==> config.mk <==
export PLATFORM = sky130hd
export DESIGN_NAME = agc_dwell_ctrl
export DESIGN_NICKNAME = d
export VERILOG_FILES = /design/src/rtl/agc_pkg.sv /design/src/rtl/agc_dwell_reg.sv /design/src/rtl/agc_dwell_timer.sv /design/src/rtl/agc_gain_fsm.sv /design/src/rtl/agc_dwell_ctrl.sv
export SDC_FILE = /design/constraint.sdc
export NUM_CORES = 1
export LEC_CHECK = 0
export ABC_CLOCK_PERIOD_IN_PS = 1100
export CAP_MARGIN = 20
export CORE_MARGIN = 5
export CORE_UTILIZATION = 30
export DETAILED_ROUTE_END_ITERATION = 6
export PLACE_DENSITY_LB_ADDON = 0.15
export SYNTH_ARGS = -nofsm -noshare
export SYNTH_HDL_FRONTEND = slang
export SYNTH_HIERARCHICAL = 1
export SYNTH_SLANG_ARGS = --single-unit
==> constraint.sdc <==
create_clock -name clk -period 1.1 [get_ports clk]
set_input_delay 0.11 -clock clk [delete_from_list [all_inputs] [get_ports clk]]
set_output_delay 0.11 -clock clk [all_outputs]
set_load 0.05 [all_outputs]
==> src/rtl/agc_pkg.sv <==
package agc_pkg;
  typedef enum logic [1:0] {
    GS_LOW  = 2'd0,
    GS_HOLD = 2'd1,
    GS_HIGH = 2'd2
  } gain_state_e;
endpackage

==> src/rtl/agc_dwell_reg.sv <==
module agc_dwell_reg #(
  parameter int ADDR_W    = 4,
  parameter int REG_ADDR  = 10,
  parameter int RESET_VAL = 13,
  parameter int MAX_EXP   = 16,
  localparam int EXP_W    = $clog2(MAX_EXP + 1)
) (
  input  logic             clk,
  input  logic             rst_n,
  input  logic             we,
  input  logic [ADDR_W-1:0] addr,
  input  logic [7:0]       wdata,
  output logic [EXP_W-1:0] exp_eff
);
  logic [7:0] reg_q, reg_d;
  logic       hit;

  assign hit = we && (addr == ADDR_W'(REG_ADDR));

  always_comb begin
    reg_d = reg_q;
    if (hit) reg_d = wdata;
  end

  always_ff @(posedge clk or negedge rst_n) begin
    if (!rst_n) reg_q <= 8'(RESET_VAL);
    else        reg_q <= reg_d;
  end

  // clamp to the deepest supported exponent
  always_comb begin
    if (reg_q > 8'(MAX_EXP)) exp_eff = EXP_W'(MAX_EXP);
    else                     exp_eff = EXP_W'(reg_q);
  end

  a_r7_exp_clamped: assert property (@(posedge clk) disable iff (!rst_n)
    exp_eff <= EXP_W'(MAX_EXP));
  a_r6_write_loads: assert property (@(posedge clk) disable iff (!rst_n)
    (hit && wdata <= 8'(MAX_EXP)) |=> (exp_eff == EXP_W'($past(wdata))));
endmodule

==> src/rtl/agc_dwell_timer.sv <==
module agc_dwell_timer #(
  parameter int MAX_EXP = 16,
  localparam int EXP_W  = $clog2(MAX_EXP + 1),
  localparam int CNT_W  = MAX_EXP + 1
) (
  input  logic             clk,
  input  logic             rst_n,
  input  logic             start,
  input  logic             run,
  input  logic             clr,
  input  logic [EXP_W-1:0] exp_eff,
  output logic             done
);
  logic [CNT_W-1:0] cnt_q, cnt_d, limit;

  assign limit = CNT_W'(1) << exp_eff;
  assign done  = (cnt_q >= limit);

  always_comb begin
    cnt_d = cnt_q;
    if (start)                    cnt_d = CNT_W'(1);
    else if (clr)                 cnt_d = '0;
    else if (run && cnt_q < limit) cnt_d = cnt_q + CNT_W'(1);
  end

  always_ff @(posedge clk or negedge rst_n) begin
    if (!rst_n) cnt_q <= '0;
    else        cnt_q <= cnt_d;
  end

  a_r3_no_overflow: assert property (@(posedge clk) disable iff (!rst_n)
    run |=> cnt_q != '0);
  a_r5_clear_zero: assert property (@(posedge clk) disable iff (!rst_n)
    (clr && !start) |=> cnt_q == '0);
endmodule

==> src/rtl/agc_gain_fsm.sv <==
module agc_gain_fsm
  import agc_pkg::*;
(
  input  logic clk,
  input  logic rst_n,
  input  logic pwr_above,
  input  logic tmr_done,
  output logic tmr_start,
  output logic tmr_run,
  output logic tmr_clr,
  output logic gain_high,
  output logic dwell_active
);
  gain_state_e st_q, st_d;

  always_comb begin
    st_d      = st_q;
    tmr_start = 1'b0;
    tmr_run   = 1'b0;
    tmr_clr   = 1'b0;
    if (pwr_above) begin
      st_d    = GS_LOW;
      tmr_clr = 1'b1;
    end else begin
      unique case (st_q)
        GS_LOW: begin
          st_d      = GS_HOLD;
          tmr_start = 1'b1;
        end
        GS_HOLD: begin
          if (tmr_done) begin
            st_d    = GS_HIGH;
            tmr_clr = 1'b1;
          end else begin
            tmr_run = 1'b1;
          end
        end
        GS_HIGH: st_d = GS_HIGH;
        default: st_d = GS_LOW;
      endcase
    end
  end

  always_ff @(posedge clk or negedge rst_n) begin
    if (!rst_n) st_q <= GS_LOW;
    else        st_q <= st_d;
  end

  assign gain_high    = (st_q == GS_HIGH);
  assign dwell_active = (st_q == GS_HOLD);

  a_r2_above_forces_low: assert property (@(posedge clk) disable iff (!rst_n)
    pwr_above |=> (!gain_high && !dwell_active));
  a_r4_high_sticks: assert property (@(posedge clk) disable iff (!rst_n)
    (gain_high && !pwr_above) |=> gain_high);
  a_r3_rise_after_dwell: assert property (@(posedge clk) disable iff (!rst_n)
    $rose(gain_high) |-> $past(dwell_active));
  a_r3_exclusive: assert property (@(posedge clk) disable iff (!rst_n)
    $onehot0({gain_high, dwell_active}));
endmodule

==> src/rtl/agc_dwell_ctrl.sv <==
module agc_dwell_ctrl #(
  parameter int ADDR_W    = 4,
  parameter int REG_ADDR  = 10,
  parameter int RESET_EXP = 13,
  parameter int MAX_EXP   = 16
) (
  input  logic              clk,
  input  logic              rst_n,
  input  logic              pwr_above,
  input  logic              cfg_we,
  input  logic [ADDR_W-1:0] cfg_addr,
  input  logic [7:0]        cfg_wdata,
  output logic              gain_high,
  output logic              dwell_active
);
  localparam int EXP_W = $clog2(MAX_EXP + 1);

  // asynchronous assert, synchronous release
  logic [1:0] rst_sync_q;
  logic       rst_core_n;
  always_ff @(posedge clk or negedge rst_n) begin
    if (!rst_n) rst_sync_q <= 2'b00;
    else        rst_sync_q <= {rst_sync_q[0], 1'b1};
  end
  assign rst_core_n = rst_sync_q[1];

  logic [EXP_W-1:0] exp_eff;
  logic tmr_start, tmr_run, tmr_clr, tmr_done;

  agc_dwell_reg #(
    .ADDR_W(ADDR_W), .REG_ADDR(REG_ADDR),
    .RESET_VAL(RESET_EXP), .MAX_EXP(MAX_EXP)
  ) u_reg (
    .clk(clk), .rst_n(rst_core_n), .we(cfg_we), .addr(cfg_addr),
    .wdata(cfg_wdata), .exp_eff(exp_eff)
  );

  agc_dwell_timer #(.MAX_EXP(MAX_EXP)) u_tmr (
    .clk(clk), .rst_n(rst_core_n), .start(tmr_start), .run(tmr_run),
    .clr(tmr_clr), .exp_eff(exp_eff), .done(tmr_done)
  );

  agc_gain_fsm u_fsm (
    .clk(clk), .rst_n(rst_core_n), .pwr_above(pwr_above),
    .tmr_done(tmr_done), .tmr_start(tmr_start), .tmr_run(tmr_run),
    .tmr_clr(tmr_clr), .gain_high(gain_high), .dwell_active(dwell_active)
  );
endmodule

==> results.py, run 1 <==
metrics = {
    "status": {
        "outcome": "finished, violations left",
        "violations": "setup timing",
    },
    "setup_path": {
        "cp-start-kind": "flop",
        "cp_common_cell": "nand2_2",
        "crit_slowest_cell": "or4_4",
        "regToRegSetupSlack_ns": -2.61,
        "worstRegToRegCells": 15,
        "max_stage_delay_ns": 0.48,
        "reg2reg_to": "u_tmr/cnt_q[3]",
        "endpoint": "u_tmr/cnt_q[3]",
        "critPathArrivalTime_ns": 3.93,
        "rr_startpoint": "u_reg/reg_q[4]",
        "worst-endpoint-required_ns": 1.31,
        "crit_type": "flop to flop",
        "crit_fanout": 8,
        "path_cells": "nor4_4, and2_4, nor3b_4, nand2_2, ha_4, nand4_4, o221ai_2, o31ai_2, nand2_2, nor2b_4, and2b_2, o211ai_1, clkbuf_16, or4_4, a21oi_2",
        "end_kind": "flop",
        "startpoint": "u_reg/reg_q[4]",
    },
    "logic_synthesis": {
        "synthCells": 227,
        "synth_compound_area_share_pct": 16.2,
        "synthXorXnorAreaFrac_pct": 0,
        "synthFlopType": "dfrtp_1",
        "ys_async_sr_fraction_pct": 100,
        "syn_area_per_cell_um2": 9.49,
        "synth_area_um2": 2150,
        "ys_types": 47,
        "yosysWarnings": 6,
        "yosysSeqAreaShare_pct": 33.9,
        "synthMuxAreaShare_pct": 5.81,
        "synth.ff_latch_count": 29,
        "synthAdderAreaFrac_pct": 12.2,
        "synth-simple-area-share_pct": 29.6,
        "synth_top_family_by_area": "simple AND/OR/NAND/NOR gates",
        "syn-num-nets": 264,
        "synth_edf_count": 0,
    },
    "cells_and_area": {
        "final_common_cell": "buf_4",
        "diodes": 0,
        "multi_input_area_um2": 1770,
        "area_delta_synth_final_pct": 69.2,
        "num-nets-final": 367,
        "finish.utilization_pct": 52.8,
        "seq_area_um2": 729,
        "design_area_um2": 3650,
        "num-fill-cells": 644,
        "drive_above_1_share_pct": 51.1,
        "stdcell_count": 427,
        "layout_common_cells": "buf_4 (64), dfrtp_1 (26), nand2_1 (22), buf_6 (17)",
    },
    "global_routing": {
        "grt_usage_pct": 15.3,
        "overflow": 0,
        "grt_pass1_wl_um": 10800,
        "grt_pass1_vias": 2222,
        "grt_max_degree": 30,
        "antenna_found_initial": 0,
    },
    "sta": {
        "setup_viol": 21,
        "period_share_pct": 338,
        "drv_slew": 0,
        "worst_slack_ns": -2.61,
        "tns_ns": -48.43,
        "holdWs_ns": 0.218,
        "skew_ns": 0.00450,
        "fmaxAchievable_mhz": 269,
        "rsz0062_at_grt": "yes",
        "min_period_ns": 3.71,
        "hold_violations": 0,
    },
    "drt": {
        "wl_per_cell_um": 15.1,
        "firstDrtPassIters": 4,
        "drt-vias-per-instance": 5.11,
        "finalWirelength_um": 6470,
        "drc_errors": 0,
        "drtIter0Drc": 55,
        "ant_nets": 0,
        "dr_total_vias": 2181,
    },
    "pwr": {
        "cellPowerDensity_nw_per_um2": 1430,
        "finalPower_mw": 5.21,
        "ir_drop_mv": 0.549,
        "p_leak_nw": 1.51,
    },
    "clock_network": {
        "path_clk_slew_ns": 0.06,
        "h-tree-depth": 2,
        "cts_buffer_depth": 2,
        "cts_sinks": 29,
        "clk_latency_ns": 0.28,
        "cts_tree": "built",
        "root_buffer": "clkbuf_8",
        "cts_buffers": 5,
    },
    "placed_design": {
        "dp.final_hpwl_um": 4500,
        "place_area_um2": 3010,
        "port_buffers": 17,
        "dp_cells": 395,
        "routabilityCongestion": 0.789,
        "pre_cts_slack_ns": -2.67,
    },
    "hold_path": {
        "min_path_type": "flop to async pin",
    },
    "die": {
        "core-area_um2": 6910,
        "num_io_pins": 18,
        "die_width_um": 94.7,
        "initial_core_util_pct": 31.2,
        "die_area_um2": 8980,
        "dieHeight_um": 94.7,
        "rows": 30,
    },
    "run": {
        "maxCapViolations": 0,
    },
}
## worst max-delay path: cells and delay by family (launching register included)
| kind | cells | cell delay [ns] |
|---|---|---|
| flops | 1 | 0.41 |
| simple gates | 9 | 2.10 |
| fa+ha+maj | 1 | 0.28 |
| buf+inv | 1 | 0.20 |
| compound gates | 4 | 0.67 |
## worst min-delay path by stage
stage | start | end | slack (ns) | depth (start not counted)
after CTS | rst_sync_q[1] | u_tmr/cnt_q[10] | 0.22 | 1
after global routing | rst_sync_q[1] | u_tmr/cnt_q[14] | 0.25 | 1
final | rst_sync_q[1] | u_tmr/cnt_q[9] | 0.22 | 1
after detailed placement | rst_sync_q[1] | u_tmr/cnt_q[16] | 0.22 | 1
after floorplan | rst_n | rst_sync_q[0] | -0.19 | 0
after global placement | rst_sync_q[1] | u_tmr/cnt_q[16] | 0.22 | 1
## repair_timing
action	in CTS	in global routing
setup buffers	18	7
cloned	1	0
resized for setup	55	28
hold buffers	1	0
pin swaps	20	25
endpoints found under the hold margin	2	0
setup endpoints to repair	26	29
## sequential cells by signal (all words and copies together), names as in the netlist
name / flops
u_fsm/st_q: 2
u_tmr/cnt_q: 17
u_reg/reg_q: 8
rst_sync_q: 2
## synth_stat cells (2+ instances only)
master | n | area [um^2]
a21oi_1 | 18 | 90.1
a21oi_2 | 2 | 17.5
and2_1 | 5 | 31.3
and3_1 | 2 | 12.5
and4_1 | 2 | 17.5
buf_2 | 2 | 10.0
clkbuf_1 | 2 | 7.51
dfrtp_1 | 26 | 651
dfstp_2 | 3 | 78.8
ha_1 | 21 | 263
inv_1 | 5 | 18.8
mux2_1 | 2 | 22.5
mux2_2 | 6 | 67.6
mux2i_1 | 2 | 20.0
nand2_1 | 27 | 101
nand2b_1 | 2 | 12.5
nand3_1 | 12 | 60.1
nand4_1 | 5 | 31.3
nor2_1 | 6 | 22.5
nor2b_1 | 4 | 25.0
nor3_1 | 8 | 40.0
nor3b_1 | 2 | 15.0
o2111ai_1 | 2 | 17.5
o211ai_1 | 6 | 45.0
o21a_1 | 3 | 22.5
o31ai_1 | 14 | 105
or3_1 | 6 | 37.5
or4_1 | 13 | 97.6
## cell type report
class                           instances  share of cell area [%]
Clock buffer                            8                    2.47
Inverter                                5                   0.583
Multi-Input combinational cell        188                    48.6
Sequential cell                        29                    20.0
Tap cell                               96                    3.29
Timing Repair Buffer                  101                    25.1
## layer usage
layer  vias up  global-route usage [%]  share of wire, %
li1       1072                       -                 -
met5         -                       0                 0
met1      1071                    20.1                47
met2        29                    25.8                48
met4         0                    3.49               1.0
met3         9                    2.87               3.4
## cells by family after synthesis
family          Yosys count
simple gates            105
flops                    29
buf+inv                  10
mux                      11
compound gates           50
fa+ha+maj                21
other cells               1
## report_power, final
part	switching (mW)	internal [mW]	total (mW)
sequential	0.107	1.21	1.32
combinational	1.41	1.58	2.98
clock	0.400	0.509	0.909
total	1.91	3.30	5.21
No activity file was read; power rests on OpenSTA's default activity.
==> run 2, diff against run 1 <==
--- a/config.mk
+++ b/config.mk
@@ -7,10 +7,11 @@
 export LEC_CHECK = 0
 export ABC_CLOCK_PERIOD_IN_PS = 1100
 export CAP_MARGIN = 20
-export CORE_MARGIN = 5
+export CORE_MARGIN = 2
 export CORE_UTILIZATION = 30
 export DETAILED_ROUTE_END_ITERATION = 6
 export PLACE_DENSITY_LB_ADDON = 0.15
+export SLEW_MARGIN = 40
 export SYNTH_ARGS = -nofsm -noshare
 export SYNTH_HDL_FRONTEND = slang
 export SYNTH_HIERARCHICAL = 1
==> run 2 against run 1 <==
The flow still finishes with violations (setup timing). Critical path type unchanged. Hold slack worse by 0.00060 ns. First-iteration DRC count up 27%. Clock skew about the same. Wire length up 2.1%. Sequential share of layout area down 0.36 points. Register-to-register slack better by 0.04 ns. Critical path depth up 4.
==> results.py, run 2 (synthesis results as in run 1) <==
metrics = {
    "cells_and_area": {
        "drive_above_1_share_pct": 55.2,
        "largest_reg_flops": 17,
        "diodes": 0,
        "finish.utilization_pct": 54.1,
        "regMostFlops": "u_tmr/cnt_q",
        "final_common_cell": "buf_4",
        "num-nets-final": 373,
        "area_delta_synth_final_pct": 72.4,
        "stdcell_count": 433,
        "top_regs": "u_tmr/cnt_q: 17 flops, u_reg/reg_q: 8 flops",
        "design_area_um2": 3710,
        "layout_common_cells": "buf_4 (71), dfrtp_1 (26), nand2_1 (18), buf_6 (15)",
    },
    "die": {
        "die_width_um": 88.7,
        "dieHeight_um": 88.7,
        "rows": 30,
        "initial_core_util_pct": 31.4,
        "die_area_um2": 7880,
        "num_io_pins": 18,
        "core-area_um2": 6870,
    },
    "global_routing": {
        "antenna_found_initial": 0,
        "grt_pass1_wl_um": 10500,
        "grt_max_degree": 28,
        "grt_pass1_vias": 2215,
        "overflow": 0,
        "grt_usage_pct": 17.6,
    },
    "clock_network": {
        "clk_latency_ns": 0.28,
        "cts_buffers": 5,
        "cts_sinks": 29,
        "root_buffer": "clkbuf_8",
        "h-tree-depth": 2,
        "cts_tree": "built",
        "path_clk_slew_ns": 0.07,
        "cts_buffer_depth": 2,
    },
    "setup_path": {
        "max_stage_delay_ns": 0.39,
        "crit_type": "flop to flop",
        "critPathArrivalTime_ns": 3.88,
        "cp_common_cell": "buf_4",
        "worst-endpoint-required_ns": 1.31,
        "crit_fanout": 5,
        "path_cells": "nor4_4, buf_4, and2_4, buf_4, buf_6, nor3b_4, nand2_2, ha_4, a21oi_2, o221ai_2, o31ai_2, nand2_2, nor2b_4, and2b_2, o211ai_1, buf_4, buf_6, nor4_4, mux2i_1",
        "end_kind": "flop",
        "crit_slowest_cell": "dfrtp_1",
        "cp-start-kind": "flop",
    },
    "pwr": {
        "ir_drop_mv": 0.579,
        "p_leak_nw": 1.54,
        "cellPowerDensity_nw_per_um2": 1390,
    },
    "drt": {
        "drtIter0Drc": 70,
        "firstDrtPassIters": 4,
        "drt-vias-per-instance": 5.13,
        "dr_total_vias": 2223,
        "wl_per_cell_um": 15.3,
        "ant_nets": 0,
        "drc_errors": 0,
        "finalWirelength_um": 6610,
    },
    "placed_design": {
        "port_buffers": 17,
        "routabilityCongestion": 0.813,
        "dp.final_hpwl_um": 4540,
        "dp_cells": 399,
        "place_area_um2": 3040,
    },
    "status": {
        "outcome": "finished, violations left",
        "violations": "setup timing",
    },
    "sta": {
        "fmaxAchievable_mhz": 272,
        "min_period_ns": 3.67,
        "setup_viol": 21,
        "hold_violations": 0,
        "worst_slack_ns": -2.57,
        "skew_ns": 0.00447,
        "drv_slew": 0,
        "holdWs_ns": 0.217,
        "period_share_pct": 334,
        "rsz0062_at_grt": "yes",
    },
    "hold_path": {
        "min_path_type": "flop to async pin",
    },
    "run": {
        "maxCapViolations": 0,
    },
}
run 2: cell count changes in the layout (fill, tap and decap cells not counted), sizes merged:
cell    delta
clkbuf     -3
clkinv     +2
buf        +7
run 2: where the power goes:
| part | switching [mW] | internal [mW] | total (mW) |
|---|---|---|---|
| Combinational | 1.40 | 1.57 | 2.98 |
| Sequential | 0.102 | 1.21 | 1.31 |
| Clock | 0.419 | 0.438 | 0.856 |
| Total | 1.93 | 3.22 | 5.15 |
run 2: stage by stage:
| step | power (mW) | setup TNS [ns] | worst slack [ns] |
|---|---|---|---|
| global route | 5.46 | -50.08 | -2.74 |
| CTS | 4.92 | -46.17 | -2.54 |
| global placement | 3.54 | -48.02 | -2.54 |
| floorplan | 2.53 | -41.07 | -2.29 |
| finish | 5.15 | -46.77 | -2.57 |
| detailed placement | 3.55 | -49.40 | -2.62 |
run 2: worst paths after layout:
path | from | cells after the start | slack [ns] | end
worst max-delay path | u_reg/reg_q[6] | 19 | -2.57 | u_tmr/cnt_q[5]
worst min-delay path | rst_sync_q[1] | 1 | 0.22 | u_tmr/cnt_q[10]
worst max register to register | u_reg/reg_q[6] | 19 | -2.57 | u_tmr/cnt_q[5]
worst min register to register | rst_sync_q[1] | 1 | 0.22 | u_tmr/cnt_q[10]
max in group asynchronous | rst_n | 2 | 0.47 | rst_sync_q[1]
min in group clk | rst_sync_q[0] | 0 | 0.35 | rst_sync_q[1]
run 2: critical path, delay by kind of cell, from the launching register on:
family,cells,cell delay (ns)
buf+inv,5,0.69
flops,1,0.39
compound gates,4,0.68
mux,1,0.21
simple gates,8,1.36
fa+ha+maj,1,0.26
run 2: repair_timing:
item / 4_1_cts / 5_1_grt
gates resized for setup: 56 / 33
hold buffers: 1 / 0
endpoints found under the hold margin: 2 / 0
cloned: 1 / 0
setup endpoints to repair: 26 / 29
pin swaps: 29 / 19
buffers inserted: 18 / 10
run 2: area by class of cell:
type	count	area, um^2
fillers	631	3160
well taps	96	120
clock inverters	2	10.0
repair buffers	107	943
flip-flops and latches	29	729
inverters	5	18.8
clock buffers	6	72.6
multi-input cells	188	1820
run 2: per-layer routing:
layer	up-vias	global-route usage, %	share of wire (%)
met5	-	0	0
met4	0	4.96	0.92
met3	6	3.73	3.5
met2	33	28.2	49
met1	1099	24.0	47
li1	1085	-	-
